**src/rtl/dlms_pkg.sv**
```systemverilog
package dlms_pkg;

    // One-hot select produced from a two-bit sample digit.
    typedef struct packed {
        logic sel3;
        logic sel2;
        logic sel1;
    } digit_sel_t;

    function automatic digit_sel_t decode_digit(input logic [1:0] dg);
        digit_sel_t r;
        r.sel1 = ~dg[1] &  dg[0];
        r.sel2 =  dg[1] & ~dg[0];
        r.sel3 =  dg[1] &  dg[0];
        return r;
    endfunction

endpackage

```
**src/rtl/ecu_ppg.sv**
```systemverilog
module ecu_ppg
    import dlms_pkg::*;
#(
    parameter int L = 8,
    parameter int W = 8,
    localparam int NPOS = L / 2,
    localparam int PW = W + 2
) (
    input  logic [L-1:0]         x,
    input  logic [W-1:0]         w,
    output logic [NPOS*PW-1:0]   pp,
    output logic [PW-1:0]        sgn_pp
);

    logic signed [PW-1:0] mul1;
    logic signed [PW-1:0] mul2;
    logic signed [PW-1:0] mul3;

    always_comb begin
        mul1 = {{2{w[W-1]}}, w};
        mul2 = mul1 <<< 1;
        mul3 = mul1 + mul2;
    end

    for (genvar k = 0; k < NPOS; k++) begin : g_digit
        digit_sel_t sel;
        always_comb begin
            sel = decode_digit(x[2*k+1 -: 2]);
            pp[k*PW +: PW] = ({PW{sel.sel1}} & mul1)
                           | ({PW{sel.sel2}} & mul2)
                           | ({PW{sel.sel3}} & mul3);
        end
    end

    // Sign-correction partial product: the top digit was read unsigned.
    assign sgn_pp = x[L-1] ? mul1 : '0;

endmodule

```
**src/rtl/ecu_tree.sv**
```systemverilog
module ecu_tree #(
    parameter int N  = 8,
    parameter int PW = 10,
    localparam int SW = PW + $clog2(N)
) (
    input  logic [N*PW-1:0] terms,
    output logic [SW-1:0]   sum
);

    always_comb begin
        logic signed [SW-1:0] acc;
        acc = '0;
        for (int i = 0; i < N; i++) begin
            acc = acc + {{(SW-PW){terms[i*PW+PW-1]}}, terms[i*PW +: PW]};
        end
        sum = acc;
    end

endmodule

```
**src/rtl/ecu_shift_add.sv**
```systemverilog
module ecu_shift_add #(
    parameter int NPOS    = 4,
    parameter int SW      = 13,
    parameter int FW      = 19,
    parameter int L       = 8,
    parameter int SHIFT_T = 3,
    parameter int GUARD   = 1,
    parameter int YW      = 15
) (
    input  logic [NPOS*SW-1:0] sums,
    input  logic [SW-1:0]      corr,
    input  logic [YW-1:0]      d,
    output logic [YW-1:0]      y,
    output logic [YW-1:0]      e
);

    logic signed [FW-1:0] acc;
    logic signed [FW-1:0] yfull;

    always_comb begin
        logic signed [FW-1:0] ext;
        acc = '0;
        for (int k = 0; k < NPOS; k++) begin
            ext = {{(FW-SW){sums[k*SW+SW-1]}}, sums[k*SW +: SW]};
            acc = acc + ((ext <<< (2*k)) >>> SHIFT_T);
        end
        ext = {{(FW-SW){corr[SW-1]}}, corr};
        acc = acc - ((ext <<< L) >>> SHIFT_T);
        yfull = acc >>> GUARD;
        y = yfull[YW-1:0];
        e = d - yfull[YW-1:0];
    end

endmodule

```
**src/rtl/dlms_err_unit.sv**
```systemverilog
module dlms_err_unit #(
    parameter int N     = 8,
    parameter int L     = 8,
    parameter int W     = 8,
    parameter int DROP  = 4,
    parameter int GUARD = 1,
    localparam int YW   = L + W + $clog2(N) - DROP
) (
    input  logic              clk,
    input  logic              rst_n,
    input  logic              in_valid,
    input  logic [N*L-1:0]    samples,
    input  logic [N*W-1:0]    weights,
    input  logic [YW-1:0]     desired,
    output logic              out_valid,
    output logic [YW-1:0]     y,
    output logic [YW-1:0]     e
);

    localparam int NPOS    = L / 2;
    localparam int PW      = W + 2;
    localparam int SW      = PW + $clog2(N);
    localparam int FW      = L + W + $clog2(N);
    localparam int SHIFT_T = DROP - GUARD;

    // Stage 0: partial-product generators
    logic [NPOS*PW-1:0] pp_d [N];
    logic [N*PW-1:0]    sg_d;

    for (genvar i = 0; i < N; i++) begin : g_tap
        ecu_ppg #(.L(L), .W(W)) u_ppg (
            .x      (samples[i*L +: L]),
            .w      (weights[i*W +: W]),
            .pp     (pp_d[i]),
            .sgn_pp (sg_d[i*PW +: PW])
        );
    end

    // Stage 1 registers
    logic [NPOS*PW-1:0] pp_q [N];
    logic [N*PW-1:0]    sg_q;
    logic [YW-1:0]      d1_q;
    logic               v1_q;

    always_ff @(posedge clk or negedge rst_n) begin
        if (!rst_n) begin
            for (int i = 0; i < N; i++) pp_q[i] <= '0;
            sg_q <= '0;
            d1_q <= '0;
            v1_q <= 1'b0;
        end else begin
            v1_q <= in_valid;
            if (in_valid) begin
                for (int i = 0; i < N; i++) pp_q[i] <= pp_d[i];
                sg_q <= sg_d;
                d1_q <= desired;
            end
        end
    end

    // Regroup by digit position across taps
    logic [N*PW-1:0] col [NPOS];

    always_comb begin
        for (int k = 0; k < NPOS; k++) begin
            for (int i = 0; i < N; i++) begin
                col[k][i*PW +: PW] = pp_q[i][k*PW +: PW];
            end
        end
    end

    logic [NPOS*SW-1:0] sum_d;
    logic [SW-1:0]      corr_d;

    for (genvar k = 0; k < NPOS; k++) begin : g_pos
        ecu_tree #(.N(N), .PW(PW)) u_tree (
            .terms (col[k]),
            .sum   (sum_d[k*SW +: SW])
        );
    end

    ecu_tree #(.N(N), .PW(PW)) u_corr_tree (
        .terms (sg_q),
        .sum   (corr_d)
    );

    // Stage 2 registers
    logic [NPOS*SW-1:0] sum_q;
    logic [SW-1:0]      corr_q;
    logic [YW-1:0]      d2_q;
    logic               v2_q;

    always_ff @(posedge clk or negedge rst_n) begin
        if (!rst_n) begin
            sum_q  <= '0;
            corr_q <= '0;
            d2_q   <= '0;
            v2_q   <= 1'b0;
        end else begin
            v2_q <= v1_q;
            if (v1_q) begin
                sum_q  <= sum_d;
                corr_q <= corr_d;
                d2_q   <= d1_q;
            end
        end
    end

    // Final shift-add and error
    logic [YW-1:0] y_d;
    logic [YW-1:0] e_d;

    ecu_shift_add #(
        .NPOS(NPOS), .SW(SW), .FW(FW), .L(L),
        .SHIFT_T(SHIFT_T), .GUARD(GUARD), .YW(YW)
    ) u_shift_add (
        .sums (sum_q),
        .corr (corr_q),
        .d    (d2_q),
        .y    (y_d),
        .e    (e_d)
    );

    always_ff @(posedge clk or negedge rst_n) begin
        if (!rst_n) begin
            out_valid <= 1'b0;
            y         <= '0;
            e         <= '0;
        end else begin
            out_valid <= v2_q;
            if (v2_q) begin
                y <= y_d;
                e <= e_d;
            end
        end
    end

endmodule

```
**config.mk**
```make
export PLATFORM = sky130hd
export DESIGN_NAME = dlms_err_unit
export DESIGN_NICKNAME = d
export VERILOG_FILES = /design/src/rtl/dlms_pkg.sv /design/src/rtl/ecu_ppg.sv /design/src/rtl/ecu_tree.sv /design/src/rtl/ecu_shift_add.sv /design/src/rtl/dlms_err_unit.sv
export SDC_FILE = /design/constraint.sdc
export NUM_CORES = 2
export LEC_CHECK = 0
export ABC_AREA = 1
export CORE_ASPECT_RATIO = 0.8
export CORE_MARGIN = 1.5
export CORE_UTILIZATION = 30
export CTS_CLUSTER_DIAMETER = 40
export DETAILED_ROUTE_END_ITERATION = 7
export GPL_TIMING_DRIVEN = 0
export PLACE_DENSITY = 0.43
export SETUP_SLACK_MARGIN = 0.2
export SYNTH_ARGS = -nofsm -noshare
export SYNTH_HDL_FRONTEND = slang
export SYNTH_SLANG_ARGS = --single-unit
```
**constraint.sdc**
```tcl
create_clock -name clk -period 4.4 [get_ports clk]
set_input_delay 0.88 -clock clk [delete_from_list [all_inputs] [get_ports clk]]
set_output_delay 0.88 -clock clk [all_outputs]
set_load 0.1 [all_outputs]
```
; Word-level counts from Yosys, hierarchy flattened
; Cells that the tools add are included.
[totals]
register_bits = 526
output_inout_bits = 31
inputBits = 146
[classes]
mux = 8
add_sub_neg = 48
bitwise = 320
[op_table]
columns = cell, count
row1 = $and A10 B10 Y10, 96
row2 = $or A10 B10 Y10, 64
row3 = $add A13 B13 Y13, 24
row4 = $and A1 B1 Y1, 96
row5 = $add A8 B9 Y10, 8
row6 = $mux W10, 8
row7 = $add A11 B11 Y11, 6
row8 = $not A1 Y1, 64
row9 = $add A10 B10 Y11, 5
row10 = $add A15 B16 Y16, 1
row11 = $sub A16 B16 Y16, 1
row12 = $add A13 B14 Y15, 1
row13 = $sub A15 B15 Y15, 1
row14 = $add A10 B12 Y13, 1

; Depth between registers and ports, before layout
[logic_depth]
ltp_word = 7
mapped_depth = 28
depth_no_buf = 28

; By module
; A second synthesis with hierarchy kept.
[hier_totals]
cells_unflattened = 6079
area_unflattened_um2 = 43626.8
[modules_own_cells]
columns = module, cells_each, seq_area_each_um2, area_each_um2, n_inst
row1 = dlms_err_unit, 2220, 13212.7, 19682.6, 1
row2 = ecu_ppg, 221, 0.0, 1083.5, 8
row3 = ecu_tree at g_pos[0].u_tree ..., 335, 0.0, 2517.4, 2
row4 = ecu_shift_add, 419, 0.0, 2797.7, 1
row5 = ecu_tree at g_pos[3].u_tree, 344, 0.0, 2512.4, 1
row6 = ecu_tree at g_pos[2].u_tree, 335, 0.0, 2486.1, 1
row7 = ecu_tree at u_corr_tree, 323, 0.0, 2444.8, 1

; Worst setup path after synthesis
; No wires, ideal clock.
[synth_path]
path_type = reg-to-reg
from = reg sum_q[8]
to = reg e[13]
t_arrival_ps = 4075
setup_ps = 120
stages_incl_launch_ff = 26
path_slack_ps = 205
n_path_buf = 0
path_cell_list = dfrtp_1 fa_1 fa_1 inv_1 fa_1 inv_1 ha_1 nand2_1 nand2_1 a31oi_1 o21ai_0 xnor2_1 ha_1 nand2_1 nor2_1 nand3_1 nand4_1 nand2_1 nand3b_1 nand2_1 nand2_1 nand2_1 nand2_1 nand2_1 nand3_1 nand2_1
[synth_between]
elab_chain_cells = 5
[synth_rtl]
columns = element, line_no
row1 = from (decl), dlms_err_unit.sv:88  ; logic [NPOS*SW-1:0] sum_q;
row2 = from (signal assigned), dlms_err_unit.sv:102  ; sum_q <= sum_d;
row3 = $add A10 B12 Y13, ecu_shift_add.sv:25  ; acc = acc + ((ext <<< (2*k)) >>> SHIFT_T);
row4 = $add A13 B14 Y15, ecu_shift_add.sv:25
row5 = $add A15 B16 Y16, ecu_shift_add.sv:25
row6 = $sub A16 B16 Y16, ecu_shift_add.sv:28  ; acc = acc - ((ext <<< L) >>> SHIFT_T);
row7 = $sub A15 B15 Y15, ecu_shift_add.sv:31  ; e = d - yfull[YW-1:0];
row8 = to (signal assigned), dlms_err_unit.sv:128  ; e <= '0;
row9 = to (signal assigned), dlms_err_unit.sv:133  ; e <= e_d;
row10 = to (decl), dlms_err_unit.sv:17  ; output logic [YW-1:0] e
; No other way between the ends.
; A chain may end at the register's enable or synchronous reset.

; Final worst setup path
[layout_path]
from = reg sum_q[11]
to = reg e[13]
; Same word-level chain as after synthesis.

==> impl_metrics.env <==
export IMPL_status="finished with violations"
export IMPL_violations="negative setup slack"
export IMPL_synthFlopType="dfrtp_1"
export IMPL_drt_wl_total_um=162000
export IMPL_hold_viol=0
export IMPL_cts_tree="done"
export IMPL_area_growth_synth_to_final_pct=26.0
export IMPL_grt_pass1_vias=31500
export IMPL_layout_setup_ws_ps=-31.8
export IMPL_clk_pin_slew_ps=50
export IMPL_cap_violations=0
export IMPL_max_freq_mhz=226
export IMPL_layout_drive_gt1_share=0.122
export IMPL_synth_warnings=0
export IMPL_syn_nets=5029
export IMPL_port_buffers=173
export IMPL_drt_iter0_markers=2783
export IMPL_gr_total_overflow=0
export IMPL_die_area_mm2=0.125
export IMPL_syn_area_per_cell_um2=8.41
export IMPL_slew_violations=0
export IMPL_slowest_delay_ps=560
export IMPL_ff2ff_setup_slack_ps=-30
export IMPL_crit_path_start_kind="flip-flop"
export IMPL_cp_slowest_cell="fa_1"
export IMPL_dp_final_hpwl_um=131000
export IMPL_arrival_ps=5020
export IMPL_post_drt_via_cell_ratio=5.03
export IMPL_synth_area_mm2=0.0369
export IMPL_fp_dieW_um=395
export IMPL_final_setup_viol_count=2
export IMPL_cp_max_fo=4
export IMPL_drt_pass1_iterations=5
export IMPL_yosys_cell_count_top_type="nand2_1"
export IMPL_antenna_found_initial=5
export IMPL_synthTopCellsByArea="dfrtp_1 34%, fa_1 17%, nand2_1 9.0%"
export IMPL_postCtsHoldBufs=0
export IMPL_cts_buffers=104
export IMPL_h_tree_depth=3
export IMPL_yosysTopAreaCellShare=0.343
export IMPL_ant_nets=0
export IMPL_ioPinCount=177
export IMPL_required_ps=4990
export IMPL_synth_edf_count=0
export IMPL_grt_pass1_wl_um=229000
export IMPL_ys_seq_area_frac=0.343
export IMPL_yosys_top_cells_count="883 x nand2_1, 739 x inv_1, 506 x dfrtp_1"
export IMPL_finalCritPeriodShare=1.01
export IMPL_start_util=0.304
export IMPL_num_rows=114
export IMPL_remaining_drc_errors=0
export IMPL_gp_congestion=0.956
export IMPL_endpoint_kind="flip-flop"
export IMPL_crit_top_cell="nand2_1"
export IMPL_cts_sinks=506
export IMPL_hold_class="in2async"
export IMPL_clock_root_buffer="clkbuf_16"
export IMPL_ys_ff_latch=506
export IMPL_avgRoutedWirePerCell_um=25.2
export IMPL_rsz0062_at_grt="true"
export IMPL_worst_pin_slew_ps=1370
export IMPL_core_area_mm2=0.121
export IMPL_vias=32400
export IMPL_insertion_delay_ps=720
export IMPL_slew_headroom=0.0882
export IMPL_synth_area_leader_cell="dfrtp_1"
export IMPL_synth_cell_types=42
export IMPL_die_h_um=317
export IMPL_track_usage=0.257
export IMPL_holdWs_ps=105
export IMPL_syn_inst=4385
export IMPL_async_reset_ff_frac=1.00
export IMPL_skew_ps=32.6
export IMPL_cts_buffer_depth=3
export IMPL_nNetsFinal=5368
export IMPL_worst_setup_path_type="reg2reg"
export IMPL_tns_ps=-34.7
export IMPL_timing_final_crit_period_ps=4430
export IMPL_grt_start_max_net_pins=107
-- stage by stage --
step | setup slack (ps) | instance area (um^2) | std cells | utilization
5_1_grt | -221 | 46500 | 6438 | 0.383
3_5_place_dp | -661 | 40800 | 6187 | 0.336
6_report | -31.8 | 46500 | 6440 | 0.383
3_3_place_gp | -22940 | 40700 | 6182 | 0.335
2_1_floorplan | 205 | 36900 | 4385 | -
4_1_cts | -112 | 45500 | 6404 | 0.375
-- repair_timing --
item / CTS / global route
resized for setup: 181 / 208
setup buffers: 21 / 34
setup endpoints to repair: 29 / 35
pin swaps: 71 / 153
-- path summary, 6_finish.rpt --
| kind | cells after the start | to | startpoint |
|---|---|---|---|
| worst max-delay path | 27 | e[13]$_DFFE_PN0P_ | sum_q[11]$_DFFE_PN0P_ |
| worst min-delay path | 1 | e[10]$_DFFE_PN0P_ | rst_n |
| worst max register to register | 27 | e[13]$_DFFE_PN0P_ | sum_q[11]$_DFFE_PN0P_ |
| worst min register to register | 2 | d2_q[1]$_DFFE_PN0P_ | d1_q[1]$_DFFE_PN0P_ |
| max in group asynchronous | 3 | col[298]$_DFFE_PN0P_ | rst_n |
| min in group clk | 2 | d2_q[1]$_DFFE_PN0P_ | d1_q[1]$_DFFE_PN0P_ |
-- per-layer routing --
layer | vias to the layer above | share of wire | global-route usage | routed length (um)
met5 | - | 0 | 0 | 0
met4 | 0 | 0.025 | 0.0683 | 4010
met3 | 175 | 0.090 | 0.0694 | 14600
met2 | 1121 | 0.44 | 0.389 | 70800
met1 | 16100 | 0.45 | 0.362 | 72600
li1 | 15000 | - | - | -
-- flip-flops by register name, indices dropped and copies added (netlist names), 11 cells and up --
| signal | flops |
|---|---|
| e | 15 |
| d2_q | 15 |
| col | 320 |
| y | 15 |
| sg_q | 64 |
| sum_q | 48 |
| d1_q | 15 |
| corr_q | 11 |
-- cell type report --
class | count | area, um^2
Fill cell | 12500 | 74900
Multi-Input combinational cell | 2989 | 22300
Sequential cell | 506 | 12700
Inverter | 748 | 2830
Clock buffer | 116 | 2800
Timing Repair Buffer | 233 | 2320
Tap cell | 1624 | 2030
Clock inverter | 80 | 915
Buffer | 142 | 543
Antenna cell | 2 | 5.00
-- critical path: cells and delay by family, from the launching register on --
kind | cells | cell delay (ps)
AOI/OAI and AO/OA | 1 | 40
xor gates and xnor gates | 1 | 140
adders and majority gates | 5 | 2180
buffers and inverters | 4 | 290
DFF | 1 | 450
and+or+nand+nor | 16 | 1230
-- cells in the final DEF (no fill, tap or decap), types with 14 or more instances in the layout --
cell	count
inv_2	44
nand3_2	25
nor2_1	354
dfrtp_2	32
buf_1	34
inv_1	691
a21oi_2	27
ha_1	147
nand4_1	14
o21ai_0	253
ha_4	41
clkbuf_1	102
clkinvlp_4	15
dfrtp_1	474
xor2_1	45
buf_4	46
clkbuf_16	109
o21bai_1	14
clkdlybuf4s50_1	172
o31ai_1	31
clkinv_2	18
nand3_1	72
o21ai_1	14
clkinv_4	23
a31oi_1	27
bufinv_16	14
a221oi_1	143
nand2_1	842
fa_1	268
a21oi_1	343
nand2_2	36
xnor2_1	61
fa_2	39
o22ai_1	69
-- cells by family after synthesis --
family | Yosys count | share of synthesized area
DFF | 506 | 0.343
adders and majority gates | 498 | 0.231
and+or+nand+nor | 1393 | 0.149
xor gates and xnor gates | 118 | 0.0280
AOI/OAI and AO/OA | 980 | 0.157
buffers and inverters | 890 | 0.0906
Power is not shown: default switching activity piles up to over one toggle a cycle in this logic, so the estimate is an artifact.
